--- src/rtl/sio_cfg_pkg.sv ---
package sio_cfg_pkg;

   typedef enum logic [1:0] {
      ENT_INDEX = 2'd0,
      ENT_RW    = 2'd1,
      ENT_RO    = 2'd2
   } entry_kind_e;

   // data-offset writes are accepted only for these entries
   function automatic logic entry_writable(input int unsigned i);
      case (i)
         8'hE0, 8'hE1, 8'hE2, 8'hE3,
         8'hE6, 8'hE7, 8'hE8,
         8'hEE, 8'hEF, 8'hF0, 8'hF1, 8'hF2,
         8'hF4, 8'hF6, 8'hF8, 8'hFC: entry_writable = 1'b1;
         default:                    entry_writable = 1'b0;
      endcase
   endfunction

   function automatic entry_kind_e entry_kind(input int unsigned i);
      if (i == 0)                entry_kind = ENT_INDEX;
      else if (entry_writable(i)) entry_kind = ENT_RW;
      else                       entry_kind = ENT_RO;
   endfunction

   function automatic logic [7:0] entry_reset(input int unsigned i);
      case (i)
         8'hE0:   entry_reset = 8'h3C;
         8'hE2:   entry_reset = 8'h03;
         8'hE3:   entry_reset = 8'hFC;
         8'hE6:   entry_reset = 8'hDE;
         8'hE7:   entry_reset = 8'hFE;
         8'hE8:   entry_reset = 8'hBE;
         default: entry_reset = 8'h00;
      endcase
   endfunction

endpackage

--- src/rtl/sio_cfg_gate.sv ---
module sio_cfg_gate #(
   parameter int          CFG_AW    = 8,
   parameter int          CFG_DW    = 8,
   parameter logic [7:0]  GATE_OFFS = 8'h85,
   parameter int          GATE_BIT  = 1
) (
   input  logic              clk,
   input  logic              rst_n,
   input  logic              cfg_wr,
   input  logic [CFG_AW-1:0] cfg_addr,
   input  logic [CFG_DW-1:0] cfg_wdata,
   output logic              port_en
);

   generate
      if (GATE_BIT >= CFG_DW) begin : g_bad_bit
         $error("GATE_BIT outside cfg_wdata");
      end
   endgenerate

   logic hit_gate;
   assign hit_gate = cfg_wr && (cfg_addr == CFG_AW'(GATE_OFFS));

   always_ff @(posedge clk or negedge rst_n) begin
      if (!rst_n)        port_en <= 1'b0;
      else if (hit_gate) port_en <= cfg_wdata[GATE_BIT];
   end

endmodule

--- src/rtl/sio_cfg_decode.sv ---
module sio_cfg_decode #(
   parameter int                ADDR_W    = 16,
   parameter logic [ADDR_W-1:0] BASE_ADDR = 16'h03F0
) (
   input  logic [ADDR_W-1:0] io_addr,
   input  logic              port_en,
   output logic              acc_hit,
   output logic              sel_data
);

   generate
      if (BASE_ADDR[0] != 1'b0) begin : g_bad_base
         $error("BASE_ADDR must be even");
      end
   endgenerate

   assign acc_hit  = port_en && (io_addr[ADDR_W-1:1] == BASE_ADDR[ADDR_W-1:1]);
   assign sel_data = io_addr[0];

endmodule

--- src/rtl/sio_cfg_regfile.sv ---
module sio_cfg_regfile
   import sio_cfg_pkg::*;
#(
   parameter int DATA_W = 8
) (
   input  logic              clk,
   input  logic              rst_n,
   input  logic              idx_we,
   input  logic              dat_we,
   input  logic [DATA_W-1:0] wdata,
   output logic [DATA_W-1:0] idx_q,
   output logic [DATA_W-1:0] dat_rd
);

   localparam int IDX_W   = DATA_W;
   localparam int ENTRIES = 1 << IDX_W;

   generate
      if (DATA_W != 8) begin : g_bad_width
         $error("protection map is defined for byte indices only");
      end
   endgenerate

   logic [ENTRIES-1:0][DATA_W-1:0] ent;

   generate
      for (genvar g = 0; g < ENTRIES; g++) begin : g_ent
         localparam entry_kind_e      KIND = entry_kind(g);
         localparam logic [DATA_W-1:0] RV  = DATA_W'(entry_reset(g));
         if (KIND == ENT_INDEX) begin : g_index
            logic [DATA_W-1:0] q;
            always_ff @(posedge clk or negedge rst_n) begin
               if (!rst_n)      q <= RV;
               else if (idx_we) q <= wdata;
            end
            assign ent[g] = q;
         end else if (KIND == ENT_RW) begin : g_rw
            logic [DATA_W-1:0] q;
            always_ff @(posedge clk or negedge rst_n) begin
               if (!rst_n)                                q <= RV;
               else if (dat_we && idx_q == IDX_W'(g))     q <= wdata;
            end
            assign ent[g] = q;
         end else begin : g_ro
            assign ent[g] = RV;
         end
      end
   endgenerate

   assign idx_q  = ent[0];
   assign dat_rd = (idx_q == '0) ? '0 : ent[idx_q];

endmodule

--- src/rtl/sio_cfg_port.sv ---
module sio_cfg_port #(
   parameter int                ADDR_W    = 16,
   parameter logic [ADDR_W-1:0] BASE_ADDR = 16'h03F0,
   parameter int                DATA_W    = 8,
   parameter int                CFG_AW    = 8,
   parameter logic [7:0]        GATE_OFFS = 8'h85,
   parameter int                GATE_BIT  = 1
) (
   input  logic              clk,
   input  logic              rst_n,
   input  logic [ADDR_W-1:0] io_addr,
   input  logic              io_rd,
   input  logic              io_wr,
   input  logic [DATA_W-1:0] io_wdata,
   output logic [DATA_W-1:0] io_rdata,
   output logic              io_rack,
   input  logic              cfg_wr,
   input  logic [CFG_AW-1:0] cfg_addr,
   input  logic [7:0]        cfg_wdata
);

   logic              port_en;
   logic              acc_hit;
   logic              sel_data;
   logic [DATA_W-1:0] idx_q;
   logic [DATA_W-1:0] dat_rd;

   sio_cfg_gate #(
      .CFG_AW(CFG_AW), .CFG_DW(8), .GATE_OFFS(GATE_OFFS), .GATE_BIT(GATE_BIT)
   ) gate_i (
      .clk(clk), .rst_n(rst_n), .cfg_wr(cfg_wr), .cfg_addr(cfg_addr),
      .cfg_wdata(cfg_wdata), .port_en(port_en)
   );

   sio_cfg_decode #(
      .ADDR_W(ADDR_W), .BASE_ADDR(BASE_ADDR)
   ) dec_i (
      .io_addr(io_addr), .port_en(port_en), .acc_hit(acc_hit), .sel_data(sel_data)
   );

   sio_cfg_regfile #(
      .DATA_W(DATA_W)
   ) rf_i (
      .clk(clk), .rst_n(rst_n),
      .idx_we(acc_hit && io_wr && !sel_data),
      .dat_we(acc_hit && io_wr &&  sel_data),
      .wdata(io_wdata), .idx_q(idx_q), .dat_rd(dat_rd)
   );

   assign io_rack  = acc_hit && io_rd;
   assign io_rdata = !io_rack ? '0 : (sel_data ? dat_rd : idx_q);

endmodule

--- config.mk ---
export PLATFORM = sky130hd
export DESIGN_NAME = sio_cfg_port
export DESIGN_NICKNAME = d
export VERILOG_FILES = /design/src/rtl/sio_cfg_pkg.sv /design/src/rtl/sio_cfg_gate.sv /design/src/rtl/sio_cfg_decode.sv /design/src/rtl/sio_cfg_regfile.sv /design/src/rtl/sio_cfg_port.sv
export SDC_FILE = /design/constraint.sdc
export NUM_CORES = 1
export LEC_CHECK = 0
export ABC_AREA = 1
export CORE_AREA = 3 3 115 117
export DETAILED_ROUTE_END_ITERATION = 7
export DIE_AREA = 0 0 118 120
export HOLD_SLACK_MARGIN = 0.15
export PLACE_DENSITY_LB_ADDON = 0.12
export SYNTH_ARGS = -nofsm -noshare
export SYNTH_HDL_FRONTEND = slang
export SYNTH_SLANG_ARGS = --single-unit
--- constraint.sdc ---
create_clock -name clk -period 2.1 [get_ports clk]
set_clock_uncertainty 0.1 [all_clocks]
set_input_delay 0.21 -clock clk [delete_from_list [all_inputs] [get_ports clk]]
set_output_delay 0.21 -clock clk [all_outputs]
set_load 0.05 [all_outputs]
Word-level counts from Yosys, hierarchy flattened. Cells that the tools add are included.

Logic and storage cells: 66. Flip-flop bits (word level): 137. Output and inout port bits: 9.

Reduce and logical (&&, ||, !) cells: 24. Equality and inequality tests: 18. Multiplexer cells: 5. Magnitude comparators: 1.

Operator list (count): 8-bit equality test, second input constant (17); 8-bit binary-select mux with 8-bit select (1); 8-bit two-way mux (4); 1-bit logical AND (22); 15-bit by 9-bit equality test with 1-bit output, second input constant (1); 8-bit by 9-bit < comparator with 1-bit output, second input constant (1); 8-bit logical NOT (1); 1-bit logical NOT (1).

Depth between registers and ports, before layout.
Depth in word-level cells: 5. Gate-level depth with buffers: 13.

Hierarchy. A second synthesis with hierarchy kept.

Cells, all modules: 877. Area, all modules: 6637.6 µm².

Modules (own cells, without submodules): sio_cfg_regfile (area each 6246.0 µm², cells each 788, instances 1, sequential area each 3442.1 µm²); sio_cfg_port (area each 203.9 µm², cells each 48, instances 1, sequential area each 0.0 µm²); sio_cfg_decode (area each 97.6 µm², cells each 25, instances 1, sequential area each 0.0 µm²); sio_cfg_gate (area each 90.1 µm², cells each 16, instances 1, sequential area each 25.0 µm²).

Worst setup path before layout. OpenSTA, ideal clock, no wires.

Kind: flip-flop to output port. Start: register gate_i.port_en. End: output port io_rdata[1]. Cell stages (with the launch flop): 7. Arrival: 2.521 ns. Slack: -0.731 ns. Path through: dfrtp_1 -> nand4_1 -> nor2_2 -> nand2_1 -> nor2_1 -> o21ai_0 -> a21oi_1.

Longest elaborated chain between the ends: 3.

Ends and longest elaborated chain: start, declared (RTL line sio_cfg_gate.sv:12) `output logic port_en`; start signal, assigned (RTL line sio_cfg_gate.sv:26) `else if (hit_gate) port_en <= cfg_wdata[GATE_BIT];`; 1-bit logical AND (RTL line sio_cfg_decode.sv:17) `assign acc_hit = port_en && (io_addr[ADDR_W-1:1] == BASE_ADDR[ADDR_W-1:1]);`; 1-bit logical AND (RTL line sio_cfg_port.sv:50) `assign io_rack = acc_hit && io_rd;`; named net io_rack (RTL line sio_cfg_port.sv:16) `output logic io_rack,`; 8-bit two-way mux (RTL line sio_cfg_port.sv:51) `assign io_rdata = !io_rack ? '0 : (sel_data ? dat_rd : idx_q);`; end, declared (RTL line sio_cfg_port.sv:15) `output logic [DATA_W-1:0] io_rdata,`.

The timed path passes the listed nets, and every way through them passes these cells.

Worst setup path in the final report.
Start: register rf_i.g_ent[0].g_index.q[0] (netlist: rf_i.idx_q[0]). End: output port io_rdata[1].

Longest elaborated chain between the ends: 5. Elaborated cells on any way between the ends: 6. Classes of those cells: 5 x mux; 1 x reduce/logical.

Ends and longest elaborated chain: start, declared (RTL line sio_cfg_regfile.sv:31) `logic [DATA_W-1:0] q;`; start signal, assigned (RTL line sio_cfg_regfile.sv:34) `else if (idx_we) q <= wdata;`; 8-bit binary-select mux with 8-bit select (RTL line sio_cfg_regfile.sv:51) `assign dat_rd = (idx_q == '0) ? '0 : ent[idx_q];`; 8-bit two-way mux (not written as such) (RTL line sio_cfg_regfile.sv:51); 8-bit two-way mux (*) (RTL line sio_cfg_regfile.sv:51); 8-bit two-way mux (*) (2 in series) (RTL line sio_cfg_port.sv:51).

Mark *: on every way between the ends. The rest lies on a longest branch, timed or not. The select of a mux whose other input is x is not followed.

==> metrics.md <==
| Metric | Value |
|---|---|
| Status | `finished with violations` |
| Violated checks | `negative setup slack` |
| Mean Syn Cell Area | `8.03 µm²` |
| Area leader, netlist | `dfrtp_1` |
| Non-filler instance count after layout | `1179` |
| CTS sink cnt | `137` |
| Most instantiated library cell after synthesis | `nand2_1` |
| Die Wd | `approximately 120 µm` |
| Core area | `approximately 12000 µm²` |
| IO Port Bufs | `46` |
| RSZ-0062 raised after global routing | `yes` |
| Max-cap violations | `0` |
| Synth cell count leaders | `339 x nand2_1, 106 x dfrtp_1, 78 x nor2_1` |
| Detail Placement HPWL | `14000 µm` |
| Leakage power | `4.30 nW` |
| Largest cells by area after synthesis | `dfrtp_1 37%, nand2_1 18%, dfstp_2 11%` |
| H-tree Lvls | `4` |
| Post-synth top area share | `0.370` |
| # fillers | `946` |
| Critical Path Sink Type | `output port` |
| Worst Path Required | `1.79 ns` |
| Worst Hold Margin | `between 0.2 and 0.25 ns` |
| Worst path max stage delay | `~0.49 ns` |
| Fin crit period | `2.59 ns` |
| # rows | `41` |
| Seq cells post-synth | `137` |
| Setup crit start kind | `flip-flop` |
| Layout area overhead | `27.1%` |
| Fmax | `386 MHz` |
| RD Place Congestion | `around 0.94` |
| Netlist cell types | `33` |
| Placed inst area | `8260 µm²` |
| Clock Path Buffers | `2` |
| Total track usage | `0.307` |
| Ys Warns | `0` |
| FF-to-FF path depth | `6` |
| Setup CP Type | `flip-flop to output port` |
| Reg2Reg Capture Point | `rf_i.g_ent[224].g_rw.q[0]` |
| Routed wire per std cell | `17.6 µm` |
| Final wirelength | `20800 µm` |
| Worst vdd ir | `0.592 mV` |
| Layout Nets | `1039` |
| Root Driver | `clkbuf_16` |
| CP arrival | `2.28 ns` |
| Drt via density | `5.50` |
| Worst-skew pair later-pin latency | `about 0.43 ns` |
| Power Density | `639 nW/µm²` |
| EDFF count, synth | `0` |
| Reg-to-reg startpoint | `rf_i.idx_q[4]` |
| Max-slew violations | `0` |
| Cts bufs inserted | `17` |
| # diodes | `0` |
| Cells after Synth | `around 890` |
| Worst-margin pin slew | `~0.58 ns` |
| Hold Violations, Final | `0` |
| GRT overflow | `0` |
| I/O Pins | `54` |
| Design area | `9110 µm²` |
| Reg-to-reg setup timing slack | `0.17 ns` |
| Share of layout cells above drive strength 1 | `0.272` |
| Setup TNS | `-3.60 ns` |
| Hold Path Class | `input pin to asynchronous set/reset pin` |
| Headroom to the max-slew limit | `0.615` |
| Largest net degree at the start of global routing | `58` |
| Via count | `6479` |
| # setup viols final | `8` |
| Crit path cell chain | `nor2_4 -> buf_6 -> buf_4 -> nand4_1 -> nand2_1 -> inv_1 -> nand3_2 -> nand2_2 -> nand2_2 -> nand2_2 -> a21oi_4 -> buf_12` |
| CTS tree | `built` |
| Pre-antenna DRT Iters | `5` |
| Antenna Nets Post-Route | `0` |
| Drt drc | `0` |
| Post-route setup slack | `-0.493 ns` |
| Initial antenna violation count | `0` |
| CTS clk-pin slew, worst paths | `0.06 ns` |
| Async S/R FF share, synth | `1.00` |
| Initial Util | `0.575` |
| Die Span Y | `120 µm` |
| Seq/Total Area, Yosys | `0.484` |
| CP max FO | `6` |
| First-pass GRT wire length | `roughly 34000 µm` |
| Fin crit share | `1.23` |
| # placed instances | `approximately 1100` |
| Final core utilization | `0.731` |
| CP most frequent cell | `nand2_2` |
| Post-Syn Nets | `938` |
| Most used DFF post-synth | `dfrtp_1` |
| Die ar. | `14200 µm²` |
| Slowest cell on crit path | `dfrtp_2` |
| Initial DRC Count | `596` |
| Synthesized cell area | `7170 µm²` |
| Vias in the first global route | `6383` |
-- critical path: cells and delay by family, from the launching register on --
kind	cells	cell delay (ns)
AND/OR/NAND/NOR	7	0.74
buffers and inverters	4	0.46
AO/OA/AOI/OAI	1	0.17
flip-flops	1	0.49
-- cell type report --
class                           instances  area [µm²]  share of cell area
Inverter                               65         250              0.0275
Multi-Input combinational cell        654        3380               0.371
Clock inverter                          8        95.1              0.0104
Clock buffer                           24         482              0.0529
Sequential cell                       137        3470               0.381
Tap cell                              172         215              0.0236
Timing Repair Buffer                  119        1220               0.134
-- logic make-up (layout without fill, tap and decap cells) --
| kind of cell | after synthesis | after routing | share of synthesized area |
|---|---|---|---|
| AND/OR/NAND/NOR | 510 | 511 | 0.320 |
| AO/OA/AOI/OAI | 142 | 142 | 0.122 |
| flip-flops | 137 | 137 | 0.484 |
| buffers and inverters | 103 | 216 | 0.0719 |
| multiplexers | 1 | 1 | 0.00157 |
-- stage by stage --
step	setup slack (ns)	power [mW]
final	-0.493	5.82
after global routing	-0.537	5.99
after CTS	-0.402	5.84
after detailed placement	-0.148	2.93
after global placement	-0.0798	2.93
after floorplan	-0.0433	2.74
-- how the worst max path moves through the flow --
stage / startpoint / end / slack [ns]
final: rf_i.idx_q[0] / io_rdata[1] / -0.49
after global routing: rf_i.idx_q[0] / io_rdata[3] / -0.54
after CTS: rf_i.idx_q[1] / io_rdata[0] / -0.40
after detailed placement: io_addr[6] / rf_i.g_ent[241].g_rw.q[5] / -0.15
after global placement: io_addr[6] / io_rdata[6] / -0.08
after floorplan: rf_i.idx_q[0] / io_rdata[1] / -0.04
-- layout by cell type (no fill, tap or decap), types with 15 or more instances in the layout --
master           instances
clkdlybuf4s50_1         36
buf_12                  15
nand3_1                 31
o21ai_2                 43
nor2_1                  74
dfrtp_1                104
nand4_1                 15
dfstp_2                 31
buf_4                   58
nand2_2                 26
inv_1                   52
o21ai_1                 63
nand2_1                318
o21ai_0                 20
clkbuf_16               17
-- report_power, final --
group	switching (mW)	internal [mW]
Clock	1.10	1.83
Sequential	0.000784	2.65
Combinational	0.156	0.0874
Total	1.25	4.56
-- layer usage --
| layer | share of wire | GRT usage |
|---|---|---|
| met3 | 0.064 | 0.0749 |
| met1 | 0.41 | 0.398 |
| met4 | 0.033 | 0.136 |
| met2 | 0.49 | 0.494 |
| met5 | 0 | 0 |
-- state kept, by name, indices dropped and copies added, names as in the netlist --
register / cells
rf_i.idx_q: 8
rf_i.g_ent.g_rw.q: 128
gate_i.port_en: 1
-- timing repair --
item,CTS,global route
hold endpoints to repair,81,0
setup buffers,6,4
endpoints found under the setup margin,8,29
hold buffers,1,0
cloned,2,1
pin swaps,10,17
gates resized for setup,24,28
No activity file was read; power rests on OpenSTA's default activity.
